<file path="src/rtl/irqd_pkg.sv">
package irqd_pkg;
  // Word addresses of the register regions
  localparam logic [9:0] W_CTRL  = 10'h000;
  localparam logic [9:0] W_TYPE  = 10'h001;
  localparam logic [9:0] W_ENSET = 10'h040;
  localparam logic [9:0] W_ENCLR = 10'h060;
  localparam logic [9:0] W_PCLR  = 10'h0A0;
  localparam logic [9:0] W_TGT   = 10'h200;
  localparam logic [9:0] W_CFG   = 10'h300;
  localparam logic [9:0] W_SGI   = 10'h3C0;
  localparam int PRV_SRC = 32;
  localparam int SW_SRC  = 16;
endpackage

</file>
<file path="src/rtl/irqd_pend_cell.sv">
module irqd_pend_cell (
  input  logic clk,
  input  logic rst,
  input  logic sig_in,
  input  logic edge_mode,
  input  logic sw_set,
  input  logic sw_clr,
  output logic pend
);
  logic sig_q;

  always_ff @(posedge clk) begin
    if (rst) begin
      sig_q <= 1'b0;
      pend  <= 1'b0;
    end else begin
      sig_q <= sig_in;
      if (edge_mode) pend <= (pend & ~sw_clr) | (sig_in & ~sig_q) | sw_set;
      else           pend <= sig_in | sw_set;
    end
  end

  // a rising edge in edge mode always leaves the source pending
  assert_edge_latch_R10: assert property (@(posedge clk) disable iff (rst)
    (edge_mode && sig_in && !sig_q) |=> pend);
endmodule

</file>
<file path="src/rtl/irqd_fwd.sv">
module irqd_fwd #(
  parameter int NUM_CPU = 4,
  parameter int NUM_PRV = 32,
  parameter int NSH     = 32
) (
  input  logic                             clk,
  input  logic                             rst,
  input  logic                             glob_en,
  input  logic [NUM_CPU-1:0][NUM_PRV-1:0]  prv_act,
  input  logic [NSH-1:0]                   sh_act,
  input  logic [NSH-1:0][NUM_CPU-1:0]      sh_tgt,
  output logic [NUM_CPU-1:0]               cpu_req
);
  logic [NUM_CPU-1:0] req_d;

  always_comb begin
    for (int c = 0; c < NUM_CPU; c++) begin
      logic hit;
      hit = |prv_act[c];
      for (int s = 0; s < NSH; s++) hit = hit | (sh_act[s] & sh_tgt[s][c]);
      req_d[c] = glob_en & hit;
    end
  end

  always_ff @(posedge clk) begin
    if (rst) cpu_req <= '0;
    else     cpu_req <= req_d;
  end

  // no request leaves while forwarding was off
  assert_gated_off_R9: assert property (@(posedge clk) disable iff (rst)
    !$past(glob_en) |-> (cpu_req == '0));
  // an active private source of CPU 0 reaches CPU 0
  assert_prv_fwd_R11: assert property (@(posedge clk) disable iff (rst)
    ($past(glob_en) && $past(|prv_act[0])) |-> cpu_req[0]);
endmodule

</file>
<file path="src/rtl/irqd_dist.sv">
module irqd_dist #(
  parameter int NUM_SRC = 64,
  parameter int NUM_CPU = 4,
  localparam int CPU_W  = (NUM_CPU > 1) ? $clog2(NUM_CPU) : 1,
  localparam int NSH    = NUM_SRC - 32
) (
  input  logic                      clk,
  input  logic                      rst,
  input  logic                      bus_wr,
  input  logic                      bus_rd,
  input  logic [11:2]               bus_addr,
  input  logic [31:0]               bus_wdata,
  input  logic [CPU_W-1:0]          bus_cpu,
  output logic [31:0]               bus_rdata,
  input  logic [NSH-1:0]            shr_irq,
  input  logic [16*NUM_CPU-1:0]     prv_irq,
  output logic [NUM_CPU-1:0]        cpu_irq
);
  import irqd_pkg::*;
  localparam int NW   = NUM_SRC / 32;
  localparam int NTGT = NUM_SRC / 2;

  logic                           glob_en;
  logic [NUM_CPU-1:0][31:0]       p_en, p_pend, p_set, p_clr;
  logic [NSH-1:0]                 s_en, s_pend, s_clr;
  logic [NSH-1:0][NUM_CPU-1:0]    s_tgt;
  logic [NUM_SRC-1:16]            cfg_q;
  logic [NUM_SRC-1:0]             edge_cfg, set_v, clr_v, pclr_v, all_en, all_pend;
  logic [31:0]                    rd_mux;
  logic [15:0]                    own_mask;

  assign edge_cfg = {cfg_q, 16'hFFFF};
  assign all_en   = {s_en, p_en[bus_cpu]};
  assign all_pend = {s_pend, p_pend[bus_cpu]};
  assign own_mask = 16'(1) << bus_cpu;

  // Write strobes spread over the flat source space
  always_comb begin
    set_v = '0; clr_v = '0; pclr_v = '0; p_set = '0;
    if (bus_wr) begin
      for (int k = 0; k < NW; k++) begin
        if (bus_addr == W_ENSET + 10'(k)) set_v[k*32 +: 32]  = bus_wdata;
        if (bus_addr == W_ENCLR + 10'(k)) clr_v[k*32 +: 32]  = bus_wdata;
        if (bus_addr == W_PCLR + 10'(k))  pclr_v[k*32 +: 32] = bus_wdata;
      end
      if (bus_addr == W_SGI)
        for (int c = 0; c < NUM_CPU; c++)
          if (bus_wdata[8+c]) p_set[c][bus_wdata[3:0]] = 1'b1;
    end
    p_clr = '0;
    p_clr[bus_cpu] = pclr_v[31:0];
    s_clr = pclr_v[NUM_SRC-1:32];
  end

  always_ff @(posedge clk) begin
    if (rst) begin
      glob_en <= 1'b0;
      p_en    <= '0;
      s_en    <= '0;
      cfg_q   <= '0;
      s_tgt   <= '0;
    end else begin
      p_en[bus_cpu] <= (p_en[bus_cpu] | set_v[31:0]) & ~clr_v[31:0];
      s_en <= (s_en | set_v[NUM_SRC-1:32]) & ~clr_v[NUM_SRC-1:32];
      if (bus_wr) begin
        if (bus_addr == W_CTRL) glob_en <= bus_wdata[0];
        if (bus_addr == W_CFG) cfg_q[31:16] <= bus_wdata[31:16];
        for (int k = 1; k < NW; k++)
          if (bus_addr == W_CFG + 10'(k)) cfg_q[k*32 +: 32] <= bus_wdata;
        for (int t = PRV_SRC / 2; t < NTGT; t++)
          if (bus_addr == W_TGT + 10'(t)) begin
            s_tgt[2*t-32] <= bus_wdata[NUM_CPU-1:0];
            s_tgt[2*t-31] <= bus_wdata[16 +: NUM_CPU];
          end
      end
    end
  end

  // Pending state, one cell per source and private copy
  genvar c, i, s;
  generate
    for (c = 0; c < NUM_CPU; c++) begin : g_cpu
      for (i = 0; i < PRV_SRC; i++) begin : g_prv
        logic sig;
        if (i < SW_SRC) begin : g_sw
          assign sig = 1'b0;
        end else begin : g_hw
          assign sig = prv_irq[c*16 + i - SW_SRC];
        end
        irqd_pend_cell u_cell (
          .clk(clk), .rst(rst), .sig_in(sig), .edge_mode(edge_cfg[i]),
          .sw_set(p_set[c][i]), .sw_clr(p_clr[c][i]), .pend(p_pend[c][i]));
      end
    end
    for (s = 0; s < NSH; s++) begin : g_shr
      irqd_pend_cell u_cell (
        .clk(clk), .rst(rst), .sig_in(shr_irq[s]), .edge_mode(edge_cfg[32+s]),
        .sw_set(1'b0), .sw_clr(s_clr[s]), .pend(s_pend[s]));
    end
  endgenerate

  irqd_fwd #(.NUM_CPU(NUM_CPU), .NUM_PRV(PRV_SRC), .NSH(NSH)) u_fwd (
    .clk(clk), .rst(rst), .glob_en(glob_en),
    .prv_act(p_en & p_pend), .sh_act(s_en & s_pend),
    .sh_tgt(s_tgt), .cpu_req(cpu_irq));

  // Read path
  always_comb begin
    rd_mux = '0;
    if (bus_addr == W_CTRL) rd_mux[0] = glob_en;
    if (bus_addr == W_TYPE) rd_mux[4:0] = 5'(NW - 1);
    for (int k = 0; k < NW; k++) begin
      if (bus_addr == W_ENSET + 10'(k) || bus_addr == W_ENCLR + 10'(k))
        rd_mux = all_en[k*32 +: 32];
      if (bus_addr == W_PCLR + 10'(k)) rd_mux = all_pend[k*32 +: 32];
      if (bus_addr == W_CFG + 10'(k))  rd_mux = edge_cfg[k*32 +: 32];
    end
    for (int t = 0; t < NTGT; t++)
      if (bus_addr == W_TGT + 10'(t)) begin
        if (t < PRV_SRC / 2) rd_mux = {own_mask, own_mask};
        else begin
          rd_mux[NUM_CPU-1:0]    = s_tgt[2*t-32];
          rd_mux[16 +: NUM_CPU]  = s_tgt[2*t-31];
        end
      end
  end

  always_ff @(posedge clk) begin
    if (rst)         bus_rdata <= '0;
    else if (bus_rd) bus_rdata <= rd_mux;
  end

  // zero bits of an enable-set write keep their enables
  assert_enset_R1: assert property (@(posedge clk) disable iff (rst)
    (bus_wr && bus_addr == W_ENSET + 10'd1) |=>
      (s_en[31:0] == ($past(s_en[31:0]) | $past(bus_wdata))));
  // enable-clear removes exactly the written ones
  assert_enclr_R2: assert property (@(posedge clk) disable iff (rst)
    (bus_wr && bus_addr == W_ENCLR + 10'd1) |=>
      (s_en[31:0] == ($past(s_en[31:0]) & ~$past(bus_wdata))));
  // another CPU's private enable write leaves CPU 0's copy alone
  assert_banked_R3: assert property (@(posedge clk) disable iff (rst)
    (bus_wr && bus_addr == W_ENSET && bus_cpu != '0) |=> $stable(p_en[0]));
  // a software interrupt aimed at CPU 0 becomes pending there
  assert_sgi_R8: assert property (@(posedge clk) disable iff (rst)
    (bus_wr && bus_addr == W_SGI && bus_wdata[8]) |=> p_pend[0][$past(bus_wdata[3:0])]);
endmodule

</file>
<file path="config.mk">
export PLATFORM = sky130hd
export DESIGN_NAME = irqd_dist
export DESIGN_NICKNAME = d
export VERILOG_FILES = /design/src/rtl/irqd_pkg.sv /design/src/rtl/irqd_pend_cell.sv /design/src/rtl/irqd_fwd.sv /design/src/rtl/irqd_dist.sv
export SDC_FILE = /design/constraint.sdc
export NUM_CORES = 2
export LEC_CHECK = 0
export ABC_AREA = 1
export BUFFER_PORTS_ARGS = -buffer_cell sky130_fd_sc_hd__buf_2
export CORE_ASPECT_RATIO = 0.8
export CORE_UTILIZATION = 40
export DETAILED_ROUTE_END_ITERATION = 16
export GPL_TIMING_DRIVEN = 0
export SLEW_MARGIN = 10
export SYNTH_ARGS = -nofsm -noshare
export SYNTH_HDL_FRONTEND = slang
export SYNTH_SLANG_ARGS = --single-unit
</file>
<file path="constraint.sdc">
create_clock -name clk -period 4.3 [get_ports clk]
set_clock_uncertainty 0.15 [all_clocks]
set_input_delay 1.075 -clock clk [delete_from_list [all_inputs] [get_ports clk]]
set_output_delay 1.075 -clock clk [all_outputs]
set_load 0.01 [all_outputs]
</file>
Word level (Yosys, flattened, before mapping) --
Index checks and enable logic that the tools add are counted.
Storage, ports and cells: input port bits 144, bits in registers 629, output and inout bits 36
Cells by class: reductions and logical operators 28, magnitude comparators 4, muxes and demuxes 176, equality and inequality tests 42, bitwise gates (word level) 1069, shift-type cells 1
Operators with widths (count):
- two-way mux 32 bit | 31
- bitwise OR 1 bit | 416
- bitwise AND 1 bit | 388
- equality test 10 bit, second input constant | 35
- bitwise AND 128 bit | 2
- inverter 1 bit | 256
- two-way mux 64 bit | 3
- binary-select mux 32 bit (select 2 bit) | 2
- bitwise mux 128 bit | 1
- two-way mux 128 bit | 1
- two-way mux 4 bit | 32
- OR reduction 32 bit | 4
- two-way mux 112 bit | 1
- two-way mux 1 bit | 99
- bitwise AND 32 bit | 3
- demux 32 bit (select 2 bit) | 1
- two-way mux 16 bit | 4
- inverter 32 bit | 2
- bitwise OR 32 bit | 2
- equality test 10 x 7 -> 1 bit, second input constant | 4
- AND reduction 2 bit | 19
- equality test 10 x 8 -> 1 bit, second input constant | 2
- left shift 1 x 2 -> 16 bit, first input constant | 1
- equality test 10 x 1 -> 1 bit, second input constant | 1
- 8 further kinds | 10

Depth between registers and ports, before layout --
depth after elaboration 41, depth in mapped cells 23

Cells and area by module --
Synthesis repeated with hierarchy kept, for this count alone.
Second synthesis, totals: cells, all modules 5516, area, all modules 34530.6 sq um
Modules (own cells, without submodules):
- irqd_dist | area each 19578.8 sq um, cells an instance 3046, times used 1
- irqd_pend_cell | area each 83.8 sq um, cells an instance 13, times used 160
- irqd_fwd | area each 1539.0 sq um, cells an instance 390, times used 1

Worst setup path before layout --
Ideal clock, no wire load.
path type input-to-reg, start in bus_addr[8] (netlist bit), end reg s_tgt[97] (netlist bit), required time 4031 ps, stages on the path 15, path slack 1442 ps, setup time 119 ps, arrival time 2589 ps, cell sequence inv_2 > nand2_1 > nor3_2 > inv_2 > nor2_8 > inv_2 > buf_6 > nor2_4 > inv_2 > nor2_2 > buf_4 > nand2_2 > buf_2 > o21ai_0 > a21oi_1
On the way: word-level cells in the longest chain between the ends 2
Ends and longest elaborated chain:
- start, declared | RTL line irqd_dist.sv:11 | input logic [11:2] bus_addr,
- equality test 10 bit | RTL line irqd_dist.sv:71 | if (bus_addr == W_TGT + 10'(t)) begin
- AND reduction 2 bit (no line)
- end signal, assigned by index | RTL line irqd_dist.sv:72 | s_tgt[2*t-32] <= bus_wdata[NUM_CPU-1:0];
- end signal, assigned by index | RTL line irqd_dist.sv:73 | s_tgt[2*t-31] <= bus_wdata[16 +: NUM_CPU];
- end, declared | RTL line irqd_dist.sv:26 | logic [NSH-1:0][NUM_CPU-1:0] s_tgt;
Every way passes these cells. A chain may end at the register's enable or synchronous reset.

Final worst setup path --
start in bus_addr[9] (netlist bit), end reg bus_rdata[8]
On the way: word-level cells in the longest chain between the ends 24, elaborated cells between the ends (all ways) 48
Ends and longest elaborated chain:
- equality test 10 x 7 -> 1 bit | RTL line irqd_dist.sv:113 | if (bus_addr == W_ENSET + 10'(k) || bus_addr == W_ENCLR + 10'(k))
- logical OR 1 bit | RTL line irqd_dist.sv:113
- two-way mux 32 bit | RTL line irqd_dist.sv:113
- two-way mux 32 bit | RTL line irqd_dist.sv:115 | if (bus_addr == W_PCLR + 10'(k)) rd_mux = all_pend[k*32 +: 32];
- two-way mux 32 bit | RTL line irqd_dist.sv:116 | if (bus_addr == W_CFG + 10'(k)) rd_mux = edge_cfg[k*32 +: 32];
- two-way mux 32 bit | RTL line irqd_dist.sv:113
- two-way mux 32 bit | RTL line irqd_dist.sv:115
- two-way mux 32 bit | RTL line irqd_dist.sv:116
- two-way mux 32 bit (15 in series) | RTL line irqd_dist.sv:119 | if (bus_addr == W_TGT + 10'(t)) begin
- two-way mux 32 bit * | RTL line irqd_dist.sv:119
- end signal, assigned | RTL line irqd_dist.sv:130 | else if (bus_rd) bus_rdata <= rd_mux;
- end, declared | RTL line irqd_dist.sv:14 | output logic [31:0] bus_rdata,
Every way passes the cells marked *; elsewhere a longest branch is shown, timed or not.

==> out/summary.txt <==
CP Cell Sequence = buf_2 > inv_2 > nand2_1 > nor2_2 > nand3_1 > nand2_2 > inv_1 > clkbuf_1 > nor2_1 > o32ai_1 > nand3_1 > o211ai_1 > a21oi_1
number of buffers added on ports = 172
Critical Setup Path Class = in -> reg
pwr dens = 417 mW/mm^2
status = finished clean
Final Non-Filler Cells = 5,100
Crit Path Max Fanout = 10
Seq/Total Area, Yosys = 44.4%
synthesized net count = 4,022
DRT iter0 DRCs = 5,423
Post-DRT Antenna Nets = 0
proportion of layout cells with a drive suffix above 1 = 9.35%
Final Slew Violations = 0
die height = 240 microns
Yosys cell types = 48
clock buffers created by TritonCTS = 70
Worst path slowest cell = o32ai_1
CTS Hold Bufs = 0
Synth Register Bits = 629
vias in the first global route = 27,665
Worst Hold Class = reg -> reg
fmax = 238 MHz
Die X = 300 microns
final hold vios = 0
Setup crit end kind = register
routed len/inst = 29.1 microns
Setup TNS Final = 0 ns
pre-CTS setup slack = -0.162 ns
Finished Core Util = 47.2%
dpl hpwl = 116,000 microns
fillers = 7,267
core area = 0.0695 sq mm
most used cell, CP = nand3_1
DRC Markers = 0
Synthesis Warnings = 0
nets = 4,268
Peak VDD IR = 0.000299 V
Sink Count = 629
WL final = 148,000 microns
RSZ-0062 raised after global routing = false
drt first pass iters = 8
clock transition at the registers of the reported paths = 0.06 ns
setup violators final = 0
Worst setup SP type = input pin
period utilisation layout = 97.9%
Slowest Stage Delay on Critical Path = 0.85 ns
worst skew pair latency = 0.66 ns
CP arrival = 4.55 ns
gr usage total = 40.2%
Inst Count DP = 4,975
I/O pins = 180
deepest clock path buffer count = 3
Pleak = 12.0 nW
Final min period = 4.21 ns
Top delay family on crit path = compound AO/OA/AOI/OAI gates
initial antenna violation count = 9
syn_area_per_cell = 7.32 sq um
most frequent cells in the layout = 738 x nand2_1, 629 x dfxtp_1, 473 x o21ai_0, 363 x inv_1, 348 x a21oi_1
largest net degree at the start of global routing = 15
final instance area = 0.0328 sq mm
Crit path required time = 4.65 ns
commonest non-fill, non-tap cell in the layout = nand2_1
post-CTS sizing = 0
CTS tree = built
Root Driver = clkbuf_16
grt total ovfl = 0
worst setup margin = 0.0920 ns
Vias per Instance = 6.18
row cnt = 86
die area = 0.0720 sq mm
Bufs and invs on worst path = 4
Max-Slew Margin vs Limit = 11.7%
Cell Area, Placed = 0.0304 sq mm
first-pass GRT wire length = 206,000 microns
setup bufs post-CTS = 0
Layout area overhead = 15.6%
worst-margin pin slew = 1.32 ns
Initial Utilization = 40.8%
via count = 31,543
routability cong. = 1.09
post-synthesis cell count = 3,878
max_cap viols = 0
htree depth = 3
Post-Syn Area = 0.0284 sq mm
state kept, by name (all words and copies together), names as in the netlist:
name	count
g_shr.u_cell.sig_q	32
s_en	32
glob_en	1
g_shr.u_cell.pend	32
g_cpu.g_prv.u_cell.pend	128
bus_rdata	32
p_en	128
cfg_q	48
g_cpu.g_prv.u_cell.sig_q	64
u_fwd.cpu_req	4
s_tgt	128
cells by family (layout without fill, tap and decap cells):
family                 count (synthesis)  in the layout  synth area share [%]
AND/OR/NAND/NOR                     1305           1305                  19.4
AO/OA/AOI/OAI                       1295           1295                  27.2
buffers and inverters                638            931                  8.66
flip-flops                           629            629                  44.4
multiplexers                          11             11                 0.388
other                                  0              5                     0
area by class of cell:
class | instances | area, sq um | area share (%)
clock inverters | 22 | 333 | 1.01
multi-input cells | 2611 | 13300 | 40.6
repair buffers | 174 | 883 | 2.69
well taps | 924 | 1160 | 3.52
plain buffers | 245 | 981 | 2.99
clock buffers | 97 | 2050 | 6.23
diodes | 5 | 12.5 | 0.0381
flip-flops and latches | 629 | 12600 | 38.4
inverters | 393 | 1480 | 4.50
final timing paths:
check / from / end / slack, ns / cells after the start
max: bus_addr[9] / bus_rdata[8]$_SDFFE_PP0P_ / 0.09 / 13
max reg2reg: g_cpu[1].g_prv[31].u_cell.pend$_SDFF_PP0_ / u_fwd.cpu_req[1]$_SDFF_PP0_ / 1.18 / 6
min: bus_rdata[0]$_SDFFE_PP0P_ / bus_rdata[0]$_SDFFE_PP0P_ / 0.31 / 2
min reg2reg: bus_rdata[0]$_SDFFE_PP0P_ / bus_rdata[0]$_SDFFE_PP0P_ / 0.31 / 2
synthesized netlist by cell type (all sizes together):
library cell / count / share of area [%]
and2: 1 / 0.022
mux2i: 11 / 0.39
o2111a: 1 / 0.040
nor4: 16 / 0.35
nor2: 338 / 4.9
o32ai: 3 / 0.093
a31oi: 2 / 0.044
a21oi: 349 / 6.2
o211a: 6 / 0.21
a22o: 29 / 0.89
clkinv: 5 / 0.066
o21ai: 495 / 8.7
nor3: 19 / 0.41
a211oi: 97 / 2.6
o211ai: 126 / 3.3
nand3: 114 / 2.1
nand2: 748 / 10
o41ai: 3 / 0.093
buf: 46 / 0.82
nand3b: 3 / 0.079
nand4: 65 / 1.4
o22ai: 61 / 1.3
inv: 388 / 5.1
o2111ai: 2 / 0.062
dfxtp: 629 / 44
a22oi: 24 / 0.65
or4: 1 / 0.026
a2111oi: 2 / 0.062
o221ai: 33 / 1.0
a221oi: 50 / 1.5
a31o: 3 / 0.093
clkbuf: 199 / 2.6
o22a: 9 / 0.28
power by group:
part	leakage, nW	total (mW)	switching, mW	internal [mW]
registers	5.14	6.15	0.146	6.01
clock network	1.17	6.40	2.70	3.70
logic	5.73	1.13	0.887	0.244
total	12.0	13.7	3.73	9.95
stage by stage:
| step | hold WS, ns | power [mW] |
|---|---|---|
| finish | 0.313 | 13.7 |
| global route | 0.326 | 14.0 |
| CTS | 0.314 | 13.6 |
| detailed placement | 0.305 | 7.33 |
| global placement | 0.303 | 7.33 |
| floorplan | 0.286 | 6.74 |
worst register-to-register path, cell delays in order (launching register included):
cell       delay, ns
dfxtp_1         0.33
nand2_1         0.11
nand3_1         0.13
a2111oi_0       0.93
nand4_1         0.60
o41ai_1         0.65
inv_1           0.08
routing by layer:
layer	GRT usage [%]	wire length, microns	up-vias	share of wire (%)
li1	-	-	13828	-
met1	58.3	63700	15080	43
met2	53.2	56300	2340	38
met3	15.5	23200	287	16
met4	13.2	5190	8	3.5
met5	0	67	-	0.045
(Power assumes the default switching activity.)
